### config.mk
export PLATFORM = sky130hd
export DESIGN_NAME = ccc_top
export DESIGN_NICKNAME = d
export VERILOG_FILES = /design/src/rtl/ccc_pkg.sv /design/src/rtl/ccc_host_regs.sv /design/src/rtl/ccc_cfg_store.sv /design/src/rtl/ccc_cmd_fsm.sv /design/src/rtl/ccc_top.sv
export SDC_FILE = /design/constraint.sdc
export NUM_CORES = 2
export LEC_CHECK = 0
export BUFFER_PORTS_ARGS = -buffer_cell sky130_fd_sc_hd__buf_2
export CORE_UTILIZATION = 60
export DETAILED_ROUTE_END_ITERATION = 8
export PLACE_DENSITY = 0.76
export REMOVE_ABC_BUFFERS = 1
export SLEW_MARGIN = 0
export SYNTH_ARGS = -nofsm -noshare
export SYNTH_HDL_FRONTEND = slang
export SYNTH_SLANG_ARGS = --single-unit
### constraint.sdc
create_clock -name clk -period 4.7 [get_ports clk]
set_input_delay 0.235 -clock clk [delete_from_list [all_inputs] [get_ports clk]]
set_output_delay 0.235 -clock clk [all_outputs]
set_load 0.005 [all_outputs]
### src/rtl/ccc_pkg.sv
package ccc_pkg;
    localparam int DW        = 16;
    localparam int CMD_LSB   = 12;
    localparam int BIT_ROOT  = 7;
    localparam int BIT_DIFF  = 8;
    localparam int BIT_UNI   = 9;
    localparam int FREQ_BIT  = 4;
    localparam logic [DW-1:0] RSV_MASK = 16'h0C00;

    localparam logic [3:0] CMD_READY = 4'd0;
    localparam logic [3:0] CMD_RESET = 4'd1;
    localparam logic [3:0] CMD_READ  = 4'd2;
    localparam logic [3:0] CMD_WRITE = 4'd3;
    localparam logic [3:0] CMD_F50   = 4'd4;
    localparam logic [3:0] CMD_F60   = 4'd5;

    typedef enum logic [1:0] {
        ERR_NONE         = 2'd0,
        ERR_ODD_PAIR     = 2'd1,
        ERR_ROOT_BIPOLAR = 2'd2,
        ERR_MODE_SWITCH  = 2'd3
    } err_e;

    typedef enum logic [2:0] {
        S_IDLE, S_CHECK, S_RESET, S_READ, S_WRITE, S_DONE
    } state_e;
endpackage

### src/rtl/ccc_host_regs.sv
module ccc_host_regs
    import ccc_pkg::*;
#(
    parameter int NUM_CH    = 16,
    parameter int NUM_PARAM = 7,
    parameter int ADDR_W    = 4,
    parameter int CH_W      = 4,
    parameter int IDX_W     = 3
) (
    input  logic                    clk,
    input  logic                    rst_n,
    input  logic                    we,
    input  logic [ADDR_W-1:0]       addr,
    input  logic [DW-1:0]           wdata,
    output logic [DW-1:0]           rdata,
    input  logic                    fsm_busy,
    input  logic                    done,
    input  logic                    ld_en,
    input  logic [IDX_W-1:0]        ld_idx,
    input  logic [DW-1:0]           ld_data,
    input  logic [NUM_CH-1:0]       status,
    input  logic [1:0]              err,
    input  logic                    line60,
    output logic                    busy,
    output logic [3:0]              cmd,
    output logic [CH_W-1:0]         chan,
    output logic                    diff,
    output logic                    uni,
    output logic                    root,
    output logic [NUM_PARAM*DW-1:0] param_flat
);
    localparam logic [ADDR_W-1:0] A_CHAN = ADDR_W'(NUM_PARAM);
    localparam logic [ADDR_W-1:0] A_CTRL = ADDR_W'(NUM_PARAM + 1);
    localparam logic [ADDR_W-1:0] A_STAT = ADDR_W'(NUM_PARAM + 2);
    localparam logic [ADDR_W-1:0] A_ERR  = ADDR_W'(NUM_PARAM + 3);

    logic [DW-1:0] par_q [NUM_PARAM];
    logic [DW-1:0] chan_q, ctrl_q;
    logic          blocked, host_ok;

    assign blocked = fsm_busy || (ctrl_q[DW-1:CMD_LSB] != CMD_READY);
    assign busy    = blocked;
    assign host_ok = we && !blocked;

    always_ff @(posedge clk) begin
        if (!rst_n) begin
            for (int i = 0; i < NUM_PARAM; i++) par_q[i] <= '0;
            chan_q <= '0;
            ctrl_q <= '0;
        end else begin
            if (host_ok) begin
                if (addr < A_CHAN)       par_q[addr[IDX_W-1:0]] <= wdata;
                else if (addr == A_CHAN) chan_q <= wdata;
                else if (addr == A_CTRL) ctrl_q <= wdata & ~RSV_MASK;
            end
            if (ld_en) par_q[ld_idx] <= ld_data;
            if (done)  ctrl_q[DW-1:CMD_LSB] <= CMD_READY;
        end
    end

    always_comb begin
        rdata = '0;
        if (addr < A_CHAN)       rdata = par_q[addr[IDX_W-1:0]];
        else if (addr == A_CHAN) rdata = chan_q;
        else if (addr == A_CTRL) rdata = ctrl_q;
        else if (addr == A_STAT) rdata[NUM_CH-1:0] = status;
        else if (addr == A_ERR) begin
            rdata[1:0]      = err;
            rdata[FREQ_BIT] = line60;
        end
    end

    assign cmd  = ctrl_q[DW-1:CMD_LSB];
    assign chan = chan_q[CH_W-1:0];
    assign diff = ctrl_q[BIT_DIFF];
    assign uni  = ctrl_q[BIT_UNI];
    assign root = ctrl_q[BIT_ROOT];

    for (genvar g = 0; g < NUM_PARAM; g++) begin : g_flat
        assign param_flat[g*DW +: DW] = par_q[g];
    end

    AST_BUSY_HOLDS_CHAN: assert property (@(posedge clk) disable iff (!rst_n)
        (blocked && we) |=> $stable(chan_q));
endmodule

### src/rtl/ccc_cfg_store.sv
module ccc_cfg_store
    import ccc_pkg::*;
#(
    parameter int NUM_CH    = 16,
    parameter int NUM_PARAM = 7,
    parameter int CH_W      = 4,
    parameter int IDX_W     = 3
) (
    input  logic              clk,
    input  logic              rst_n,
    input  logic [CH_W-1:0]   ch,
    input  logic [IDX_W-1:0]  idx,
    input  logic              wr_en,
    input  logic [DW-1:0]     wr_data,
    output logic [DW-1:0]     rd_data,
    input  logic              set_en,
    input  logic              clr_en,
    input  logic              pair,
    output logic [NUM_CH-1:0] cfg_o,
    output logic [NUM_CH-1:0] dmode_o
);
    logic [DW-1:0]     mem [NUM_CH][NUM_PARAM];
    logic [NUM_CH-1:0] cfg_q, dm_q;
    logic [CH_W-1:0]   ch_even, ch_odd;
    logic              clr_pair;

    assign ch_even  = {ch[CH_W-1:1], 1'b0};
    assign ch_odd   = {ch[CH_W-1:1], 1'b1};
    assign clr_pair = pair || dm_q[ch];
    assign rd_data  = mem[ch][idx];

    always_ff @(posedge clk) begin
        if (!rst_n) begin
            cfg_q <= '0;
            dm_q  <= '0;
            for (int c = 0; c < NUM_CH; c++)
                for (int p = 0; p < NUM_PARAM; p++) mem[c][p] <= '0;
        end else begin
            if (wr_en) mem[ch][idx] <= wr_data;
            if (set_en) begin
                if (pair) begin
                    cfg_q[ch_even] <= 1'b1;  dm_q[ch_even] <= 1'b1;
                    cfg_q[ch_odd]  <= 1'b1;  dm_q[ch_odd]  <= 1'b1;
                end else begin
                    cfg_q[ch] <= 1'b1;       dm_q[ch] <= 1'b0;
                end
            end
            if (clr_en) begin
                if (clr_pair) begin
                    cfg_q[ch_even] <= 1'b0;  dm_q[ch_even] <= 1'b0;
                    cfg_q[ch_odd]  <= 1'b0;  dm_q[ch_odd]  <= 1'b0;
                    for (int p = 0; p < NUM_PARAM; p++) begin
                        mem[ch_even][p] <= '0;
                        mem[ch_odd][p]  <= '0;
                    end
                end else begin
                    cfg_q[ch] <= 1'b0;       dm_q[ch] <= 1'b0;
                    for (int p = 0; p < NUM_PARAM; p++) mem[ch][p] <= '0;
                end
            end
        end
    end

    assign cfg_o   = cfg_q;
    assign dmode_o = dm_q;

    for (genvar k = 0; k < NUM_CH / 2; k++) begin : g_pair_chk
        AST_PAIR_LINKED: assert property (@(posedge clk) disable iff (!rst_n)
            (cfg_q[2*k] && dm_q[2*k]) |-> (cfg_q[2*k+1] && dm_q[2*k+1]));
    end
endmodule

### src/rtl/ccc_cmd_fsm.sv
module ccc_cmd_fsm
    import ccc_pkg::*;
#(
    parameter int NUM_CH    = 16,
    parameter int NUM_PARAM = 7,
    parameter int CH_W      = 4,
    parameter int IDX_W     = 3
) (
    input  logic              clk,
    input  logic              rst_n,
    input  logic [3:0]        cmd_i,
    input  logic [CH_W-1:0]   chan_i,
    input  logic              diff_i,
    input  logic              uni_i,
    input  logic              root_i,
    input  logic [NUM_CH-1:0] cfg_i,
    input  logic [NUM_CH-1:0] dmode_i,
    output logic              fsm_busy,
    output logic              done,
    output logic              ld_en,
    output logic              wr_en,
    output logic              set_en,
    output logic              clr_en,
    output logic              pair_o,
    output logic [CH_W-1:0]   ch_o,
    output logic [IDX_W-1:0]  idx_o,
    output err_e              err_o,
    output logic              line60_o
);
    localparam logic [IDX_W-1:0] IDX_LAST = IDX_W'(NUM_PARAM - 1);

    state_e          state_q, state_d;
    logic [CH_W-1:0] ch_q, ch1;
    logic            diff_q, uni_q, root_q, line60_q;
    logic [3:0]      cmd_q;
    logic [IDX_W-1:0] idx_q;
    err_e            err_q, err_chk;
    logic            chan_cmd, mode_clash;

    assign ch1      = {ch_q[CH_W-1:1], 1'b1};
    assign chan_cmd = (cmd_q == CMD_RESET) || (cmd_q == CMD_READ) || (cmd_q == CMD_WRITE);
    assign mode_clash = diff_q ?
        ((cfg_i[ch_q] && !dmode_i[ch_q]) || (cfg_i[ch1] && !dmode_i[ch1])) :
        (cfg_i[ch_q] && dmode_i[ch_q]);

    always_comb begin
        err_chk = ERR_NONE;
        if (diff_q && ch_q[0])                            err_chk = ERR_ODD_PAIR;
        else if (cmd_q == CMD_WRITE && root_q && !uni_q)  err_chk = ERR_ROOT_BIPOLAR;
        else if (cmd_q == CMD_WRITE && mode_clash)        err_chk = ERR_MODE_SWITCH;
    end

    always_comb begin
        state_d = state_q;
        unique case (state_q)
            S_IDLE:  if (cmd_i != CMD_READY) state_d = S_CHECK;
            S_CHECK: begin
                if (chan_cmd && err_chk != ERR_NONE) state_d = S_DONE;
                else if (cmd_q == CMD_RESET)         state_d = S_RESET;
                else if (cmd_q == CMD_READ)          state_d = S_READ;
                else if (cmd_q == CMD_WRITE)         state_d = S_WRITE;
                else                                 state_d = S_DONE;
            end
            S_RESET: state_d = S_DONE;
            S_READ,
            S_WRITE: if (idx_q == IDX_LAST) state_d = S_DONE;
            S_DONE:  state_d = S_IDLE;
            default: state_d = S_IDLE;
        endcase
    end

    always_ff @(posedge clk) begin
        if (!rst_n) state_q <= S_IDLE;
        else        state_q <= state_d;
    end

    always_ff @(posedge clk) begin
        if (!rst_n) begin
            ch_q <= '0; diff_q <= 1'b0; uni_q <= 1'b0; root_q <= 1'b0;
            cmd_q <= CMD_READY; idx_q <= '0; err_q <= ERR_NONE; line60_q <= 1'b1;
        end else begin
            if (state_q == S_IDLE && cmd_i != CMD_READY) begin
                ch_q   <= chan_i;
                diff_q <= diff_i;
                uni_q  <= uni_i;
                root_q <= root_i;
                cmd_q  <= cmd_i;
                idx_q  <= '0;
                err_q  <= ERR_NONE;
            end
            if (state_q == S_CHECK) begin
                if (chan_cmd)           err_q    <= err_chk;
                if (cmd_q == CMD_F50)   line60_q <= 1'b0;
                if (cmd_q == CMD_F60)   line60_q <= 1'b1;
            end
            if ((state_q == S_READ || state_q == S_WRITE) && idx_q != IDX_LAST)
                idx_q <= idx_q + 1'b1;
        end
    end

    always_comb begin
        fsm_busy = (state_q != S_IDLE);
        done     = (state_q == S_DONE);
        ld_en    = (state_q == S_READ);
        wr_en    = (state_q == S_WRITE);
        set_en   = (state_q == S_WRITE) && (idx_q == IDX_LAST);
        clr_en   = (state_q == S_RESET);
    end

    assign pair_o   = diff_q;
    assign ch_o     = ch_q;
    assign idx_o    = idx_q;
    assign err_o    = err_q;
    assign line60_o = line60_q;

    AST_RESET_CLEARS_STATUS: assert property (@(posedge clk) disable iff (!rst_n)
        (state_q == S_RESET) |=> !cfg_i[ch_q]);
    AST_WRITE_SETS_STATUS: assert property (@(posedge clk) disable iff (!rst_n)
        (state_q == S_WRITE && idx_q == IDX_LAST) |=> cfg_i[ch_q]);
    AST_REJECT_KEEPS_STATUS: assert property (@(posedge clk) disable iff (!rst_n)
        (state_q == S_CHECK && chan_cmd && err_chk != ERR_NONE) |=> $stable(cfg_i));
    AST_ODD_PAIR_FLAGGED: assert property (@(posedge clk) disable iff (!rst_n)
        (state_q == S_CHECK && chan_cmd && diff_q && ch_q[0]) |=> (err_q == ERR_ODD_PAIR));
    AST_ROOT_BIPOLAR_FLAGGED: assert property (@(posedge clk) disable iff (!rst_n)
        (state_q == S_CHECK && cmd_q == CMD_WRITE && !(diff_q && ch_q[0]) && root_q && !uni_q)
        |=> (err_q == ERR_ROOT_BIPOLAR));
endmodule

### src/rtl/ccc_top.sv
module ccc_top
    import ccc_pkg::*;
#(
    parameter int NUM_CH    = 16,
    parameter int NUM_PARAM = 7,
    parameter int ADDR_W    = 4
) (
    input  logic              clk,
    input  logic              rst_n,
    input  logic              host_we,
    input  logic [ADDR_W-1:0] host_addr,
    input  logic [15:0]       host_wdata,
    output logic [15:0]       host_rdata,
    output logic              busy,
    output logic [NUM_CH-1:0] chan_ready,
    output logic              cfg_err,
    output logic [1:0]        err_code,
    output logic              line_60hz
);
    localparam int CH_W  = (NUM_CH > 1) ? $clog2(NUM_CH) : 1;
    localparam int IDX_W = (NUM_PARAM > 1) ? $clog2(NUM_PARAM) : 1;

    logic                    fsm_busy, done, ld_en, wr_en, set_en, clr_en, pair, line60;
    logic [3:0]              cmd;
    logic [CH_W-1:0]         chan, st_ch;
    logic                    diff, uni, root;
    logic [IDX_W-1:0]        idx;
    logic [DW-1:0]           rd_word, wr_word;
    logic [NUM_PARAM*DW-1:0] param_flat;
    logic [NUM_CH-1:0]       cfg, dmode;
    err_e                    err;

    assign wr_word = param_flat[int'(idx)*DW +: DW];

    ccc_host_regs #(.NUM_CH(NUM_CH), .NUM_PARAM(NUM_PARAM), .ADDR_W(ADDR_W),
                    .CH_W(CH_W), .IDX_W(IDX_W)) u_regs (
        .clk(clk), .rst_n(rst_n), .we(host_we), .addr(host_addr), .wdata(host_wdata),
        .rdata(host_rdata), .fsm_busy(fsm_busy), .done(done), .ld_en(ld_en),
        .ld_idx(idx), .ld_data(rd_word), .status(cfg), .err(err), .line60(line60),
        .busy(busy), .cmd(cmd), .chan(chan), .diff(diff), .uni(uni), .root(root),
        .param_flat(param_flat));

    ccc_cmd_fsm #(.NUM_CH(NUM_CH), .NUM_PARAM(NUM_PARAM), .CH_W(CH_W), .IDX_W(IDX_W)) u_fsm (
        .clk(clk), .rst_n(rst_n), .cmd_i(cmd), .chan_i(chan), .diff_i(diff), .uni_i(uni),
        .root_i(root), .cfg_i(cfg), .dmode_i(dmode), .fsm_busy(fsm_busy), .done(done),
        .ld_en(ld_en), .wr_en(wr_en), .set_en(set_en), .clr_en(clr_en), .pair_o(pair),
        .ch_o(st_ch), .idx_o(idx), .err_o(err), .line60_o(line60));

    ccc_cfg_store #(.NUM_CH(NUM_CH), .NUM_PARAM(NUM_PARAM), .CH_W(CH_W), .IDX_W(IDX_W)) u_store (
        .clk(clk), .rst_n(rst_n), .ch(st_ch), .idx(idx), .wr_en(wr_en), .wr_data(wr_word),
        .rd_data(rd_word), .set_en(set_en), .clr_en(clr_en), .pair(pair),
        .cfg_o(cfg), .dmode_o(dmode));

    assign chan_ready = cfg;
    assign err_code   = err;
    assign cfg_err    = (err != ERR_NONE);
    assign line_60hz  = line60;

    AST_ERR_KEEPS_READY: assert property (@(posedge clk) disable iff (!rst_n)
        $rose(cfg_err) |-> $stable(chan_ready));
endmodule

# Word-level counts from Yosys, hierarchy flattened
# Memory sizes are Yosys's and may differ from the RTL's. A register that Yosys moved wholly into a read port is not among the register bits.
# Index checks and enable logic that the tools add are counted.
word_totals:
  out_inout_bits: 37
  inputBits: 23
  register_bits: 82
  word_cells: 424
  ramBits: 1904
  mem_count: 2
op_classes:
  n_eq_ne: 18
  n_reduce_logical: 44
  add_sub_neg: 1
  magnitude_cmp: 9
  shifts: 1
  bitwise_logic: 131
  n_mux: 204
mem_list:
  columns: ["memory", "words", "width", "rd", "rd_clocked_by_memory_dff", "wr", "line", "rtl"]
  rows:
  - ["u_store.mem", 16, 112, 1, 1, 16, "ccc_cfg_store.sv:22", "logic [DW-1:0] mem [NUM_CH][NUM_PARAM];"]
  - ["u_regs.par_q", 7, 16, 8, 0, 7, "ccc_host_regs.sv:37", "logic [DW-1:0] par_q [NUM_PARAM];"]
op_table:
  columns: ["operator", "n"]
  rows:
  - ["2-to-1 mux 112 bit", 6]
  - ["OR reduction 112 bit", 3]
  - ["2-to-1 mux 16 bit", 18]
  - ["2-to-1 mux 1 bit", 146]
  - ["bitwise AND 16 bit", 7]
  - ["OR 1 bit", 112]
  - ["indexed part select 112 x 8 -> 16 bit", 1]
  - ["binary-select mux 16 bit (select 3 bit)", 1]
  - ["demux 16 bit (select 3 bit)", 1]
  - ["OR 16 bit", 3]
  - ["NOT 16 bit", 2]
  - ["OR 16 x 15 -> 16 bit", 2]
  - ["OR reduction 16 bit", 2]
  - ["2-to-1 mux 3 bit", 9]
  - ["2-to-1 mux 4 bit", 5]
  - ["2-to-1 mux 2 bit", 9]
  - ["logical AND 1 bit", 16]
  - ["NOT 15 -> 16 bit", 1]
  - ["< comparator 4 x 5 -> 1 bit (second input constant)", 3]
  - ["equality test 4 x 3 -> 1 bit (second input constant)", 3]
  - ["equality test 4 bit (second input constant)", 3]
  - ["greater-or-equal comparator 4 x 1 -> 1 bit (second input constant)", 3]
  - ["case mux 3 bit (4 select lines)", 1]
  - ["2-to-1 mux 11 bit", 1]
  - ["27 further kinds", 50]

# Depth between registers and ports, before layout
logic_depth:
  ltp_word: 14
  ltp_mapped: 14
  mapped_depth_nobuf: 8

# Modules after synthesis
# A second synthesis with hierarchy kept.
hier_totals:
  cells_unflattened: 6660
  area_unflattened_um2: 81854.8
modules_own_cells:
  columns: ["module", "cells_per_inst", "seq_area_each_um2", "instances", "area_per_inst_um2"]
  rows:
  - ["ccc_cfg_store", 5776, 36515.0, 1, 71955.3]
  - ["ccc_host_regs", 607, 3963.8, 1, 7464.7]
  - ["ccc_cmd_fsm", 146, 400.4, 1, 1382.6]
  - ["ccc_top", 131, 0.0, 1, 1052.3]

# Worst setup path before layout
# Ideal clock, no wire load.
synth_timing:
  kind: "register to register"
  start: "register (tool-made name)"
  end: "memory u_regs.par_q[0][1], data pin"
  period_less_slack_ns: 2.979
  arrival_ns: 2.714
  path_stages_with_launch: 10
  path_buffers: 2
  setup_time_ns: 0.265
  t_required_ns: 4.435
  path_slack_ns: 1.721
  cell_sequence: "dfxtp_1 > buf_2 > buf_1 > mux4_2 > and3_1 > a2111o_1 > nor4_1 > nand4_1 > a22oi_2 > nor2_1"
synth_lines:
  columns: ["element", "line"]
  rows:
  - ["end, declared", "ccc_host_regs.sv:37"]

==> metrics.md <==
| Metric | Value |
|---|---|
| CTS Sinks | `1990` |
| Fin. max-slew vios | `0` |
| Worst rel slew slack | `0.1724` |
| CTS Root Buffer Type | `clkbuf_16` |
| Slew at the pin closest to its max-slew limit | `1.241 ns` |
| Met2 wire len | `131.6 mm` |
| Worst setup SP type | `register` |
| Seq cells post-synth | `1990` |
| Post-synth EDFFs | `96` |
| Asr flop ratio synth | `0` |
| Mean post-synth cell area | `9.639 sq um` |
| Clock-pin slew on the worst setup and hold paths | `0.07 ns` |
| CP endpoint kind | `register` |
| Setup TNS | `0 ns` |
| Met3 wire length | `51.26 mm` |
| Critical path type | `reg -> reg` |
| Non-filler cells, final | `10540` |
| Drt first pass iters | `9` |
| Final nets | `8517` |
| Number of global-route vias before repair | `70700` |
| Largest fanout on the critical path | `38` |
| Area contributors post-synth | `dfxtp_1 45%, a22oi_1 9.8%, mux4_2 9.6%` |
| Power density over the cells | `406.6 nW/um^2` |
| First-pass GRT wire length | `465.0 mm` |
| Die Area | `142500 sq um` |
| Pleak | `34.19 nW` |
| Vias | `75850` |
| Top_reg_cell synth | `dfxtp_1` |
| DRT met1 WL | `113.3 mm` |
| Post-route ant nets | `0` |
| Highest routed layer | `met5` |
| Synthesized area | `84620 sq um` |
| Clock Path Buffers | `3` |
| Cell row count | `137` |
| Antenna violations before repair | `16` |
| Final setup vio count | `0` |
| Register area share after synthesis | `0.4822` |
| CTS tree | `done` |
| Synth area leader | `dfxtp_1` |
| All-Layer GR Usage | `0.4346` |
| Vias per cell | `7.195` |
| Worst Skew | `0.04284 ns` |
| Final core occ | `0.6685` |
| Placed Cells | `10150` |
| Tot Pwr | `37.97 mW` |
| Status | `finished with violations` |
| Tmin final | `4.587 ns` |
| DRC violations left | `4` |
| Setup bufs post-CTS | `0` |
| Starting Density | `0.6057` |
| IO buf count | `59` |
| Resized cells post-CTS | `0` |
| Peak supply drop | `0.0004391 V` |
| Clock buffer count from CTS | `197` |
| # IOs | `60` |
| Clock Latency Late Sink | `0.85 ns` |
| Hold crit path type | `in -> reg` |
| Failing checks | `design-rule violations` |
| DIE WIDTH | `377.5 um` |
| Post-Route WL | `319.1 mm` |
| GRT overflow | `0` |
| Core area | `139700 sq um` |
| Post-Synthesis Cells | `8779` |
| Synth top area share | `0.4481` |
| Fmax | `0.2180 GHz` |
| Worst endpoint data arrival time | `5.18 ns` |
| Ys Warns | `0` |
| Fin. Hold Viols | `0` |
| Max-cap violations | `0` |
| Die Span Y | `377.5 um` |
| Cell variety after synth | `101` |
| DR iter-0 viols | `13420` |
| Pin count of the biggest net entering global routing | `214` |
| Layout cells sized above 1 | `0.1448` |
| Area growth, synth to finish | `10.36%` |
| Routed len/inst | `30.27 um` |
| CTS H-tree depth | `4` |
| Final Cycle Share | `0.9760` |
| Dpl hpwl | `199.2 mm` |
| Gpl congestion | `1.014` |
| RSZ-0062 raised after global routing | `no` |
| Worst EP required | `5.29 ns` |
-- path summary, 6_finish.rpt --
path	slack (ns)	from	cells past startpoint	end
worst max-delay path	0.11	register	10	u_regs.par_q[0][0]$_SDFFCE_PN0P_
worst min-delay path	0.09	host_we	4	u_regs.ctrl_q[0]$_SDFFE_PN0P_
worst max register to register	0.11	register	10	u_regs.par_q[0][0]$_SDFFCE_PN0P_
worst min register to register	0.45	u_store.mem[1][86]$_SDFFE_PP0P_	2	u_store.mem[1][86]$_SDFFE_PP0P_
-- where the power goes --
| group | internal (mW) | switching, mW | total [mW] |
|---|---|---|---|
| clock network | 10.0 | 7.07 | 17.1 |
| registers | 17.1 | 0.0919 | 17.2 |
| logic | 0.622 | 3.10 | 3.72 |
-- what timing repair did --
item                                    4_1_cts  5_1_grt
endpoints found under the setup margin        0        0
hold buffers                                 17        0
endpoints found under the hold margin       111        0
-- area by class of cell --
class	instances	area, sq um
timing repair buffer	390	3246
tap	1876	2347
antenna	4	10.01
inverter	31	122.6
clock inverter	88	1234
multi-input combinational	5882	39780
fill	10600	46320
clock buffer	281	5834
sequential	1990	40810
-- worst max-delay path, stage by stage (launching register included) --
cell and delay (ns):
dfxtp_4 0.77, buf_12 0.38, buf_4 0.37, mux4_2 0.55, mux2i_1 0.62, buf_4 0.23
o22a_1 0.12, o221ai_1 0.09, or4_1 0.71, a21boi_2 0.32, nor2_1 0.10
-- routing by layer --
layer	GRT usage	vias to the layer above
li1	-	31490
met1	0.5623	36820
met2	0.6074	6335
met3	0.1660	1189
met4	0.2730	22
met5	0	-
-- state kept, by name (all words and copies together) (netlist names), named ones only --
| signal | cells |
|---|---|
| u_fsm.state_q | 3 |
| u_fsm.idx_o | 3 |
| u_fsm.uni_q | 1 |
| u_fsm.err_o | 2 |
| u_regs.par_q | 112 |
| u_regs.chan_q | 16 |
| u_store.cfg_o | 16 |
| u_fsm.pair_o | 1 |
| u_fsm.cmd_q | 4 |
| u_fsm.ch_o | 4 |
| u_regs.ctrl_q | 14 |
| u_store.dmode_o | 16 |
| u_fsm.root_q | 1 |
| u_store.mem | 1792 |
| u_fsm.line60_o | 1 |
-- placed cells by master (no fill, tap or decap), types with 16 or more instances in the layout --
master         Yosys  routed
a31oi_1           17      17
bufinv_16          0      24
a221oi_1          28      28
a211oi_1          17      17
mux4_2           360     360
nand4_1           19      19
a21oi_1          154     153
clkinv_2           0      42
nand2_1         1161    1150
buf_4             68     281
buf_12             3      33
buf_2            229      58
nor3_1            19      16
nor2b_1           27      25
nand3_1           74      74
o21ai_0          262     262
clkbuf_1         504      33
dlygate4sd3_1      0      17
o22ai_1          633     633
nand2_2           51      62
o21ai_1           24      23
inv_1             26      26
clkbuf_16          0     204
nor2_1          1256    1247
clkbuf_8           0      44
o211ai_1          20      20
mux2i_1          370     370
edfxtp_1          96      96
dfxtp_1         1894    1889
a22oi_1         1105    1105
-- stage by stage --
stage	cell area (sq um)	hold slack [ns]	setup slack (ns)
2_1_floorplan	80490	0.2969	-17.45
3_3_place_gp	86140	0.4281	0.3303
3_5_place_dp	86140	0.4371	0.3112
4_1_cts	93380	0.04359	0.2728
5_1_grt	93380	0.1107	0.02530
6_report	93390	0.08850	0.1129
-- kinds of logic (layout without fill, tap and decap cells) --
family                     Yosys count  in the layout  share of synthesized area
DFF                               1990           1990                     0.4822
buffers and inverters              907            790                    0.05010
muxes                              745            745                     0.1416
xor gates and xnor gates             3              3                  0.0003106
adders and majority gates            2              2                  0.0002957
other                                0              4                          0
and+or+nand+nor                   2735           2735                     0.1319
AOI/OAI and AO/OA                 2397           2397                     0.1936
-- cell usage after synthesis (9+ instances only) --
master    instances
dfxtp_1        1894
nor2_1         1256
nand2_1        1161
a22oi_1        1105
o22ai_1         633
clkbuf_1        504
mux2i_1         370
mux4_2          360
o21ai_0         262
buf_2           229
a21oi_1         154
edfxtp_1         96
nand3_1          74
buf_4            68
nand2_2          51
buf_1            40
buf_6            31
a221oi_1         28
nor2b_1          27
inv_1            26
o21ai_1          24
o211ai_1         20
and2_1           19
nand4_1          19
nor3_1           19
a211oi_1         17
a31oi_1          17
mux2_2           15
and3_1           13
a221o_1          11
a222oi_1         11
a22o_1           11
nand2b_1         11
or4_1            11
or3_1            10
a21oi_2           9
nand3b_1          9
Power figures use the tool's default switching activity.
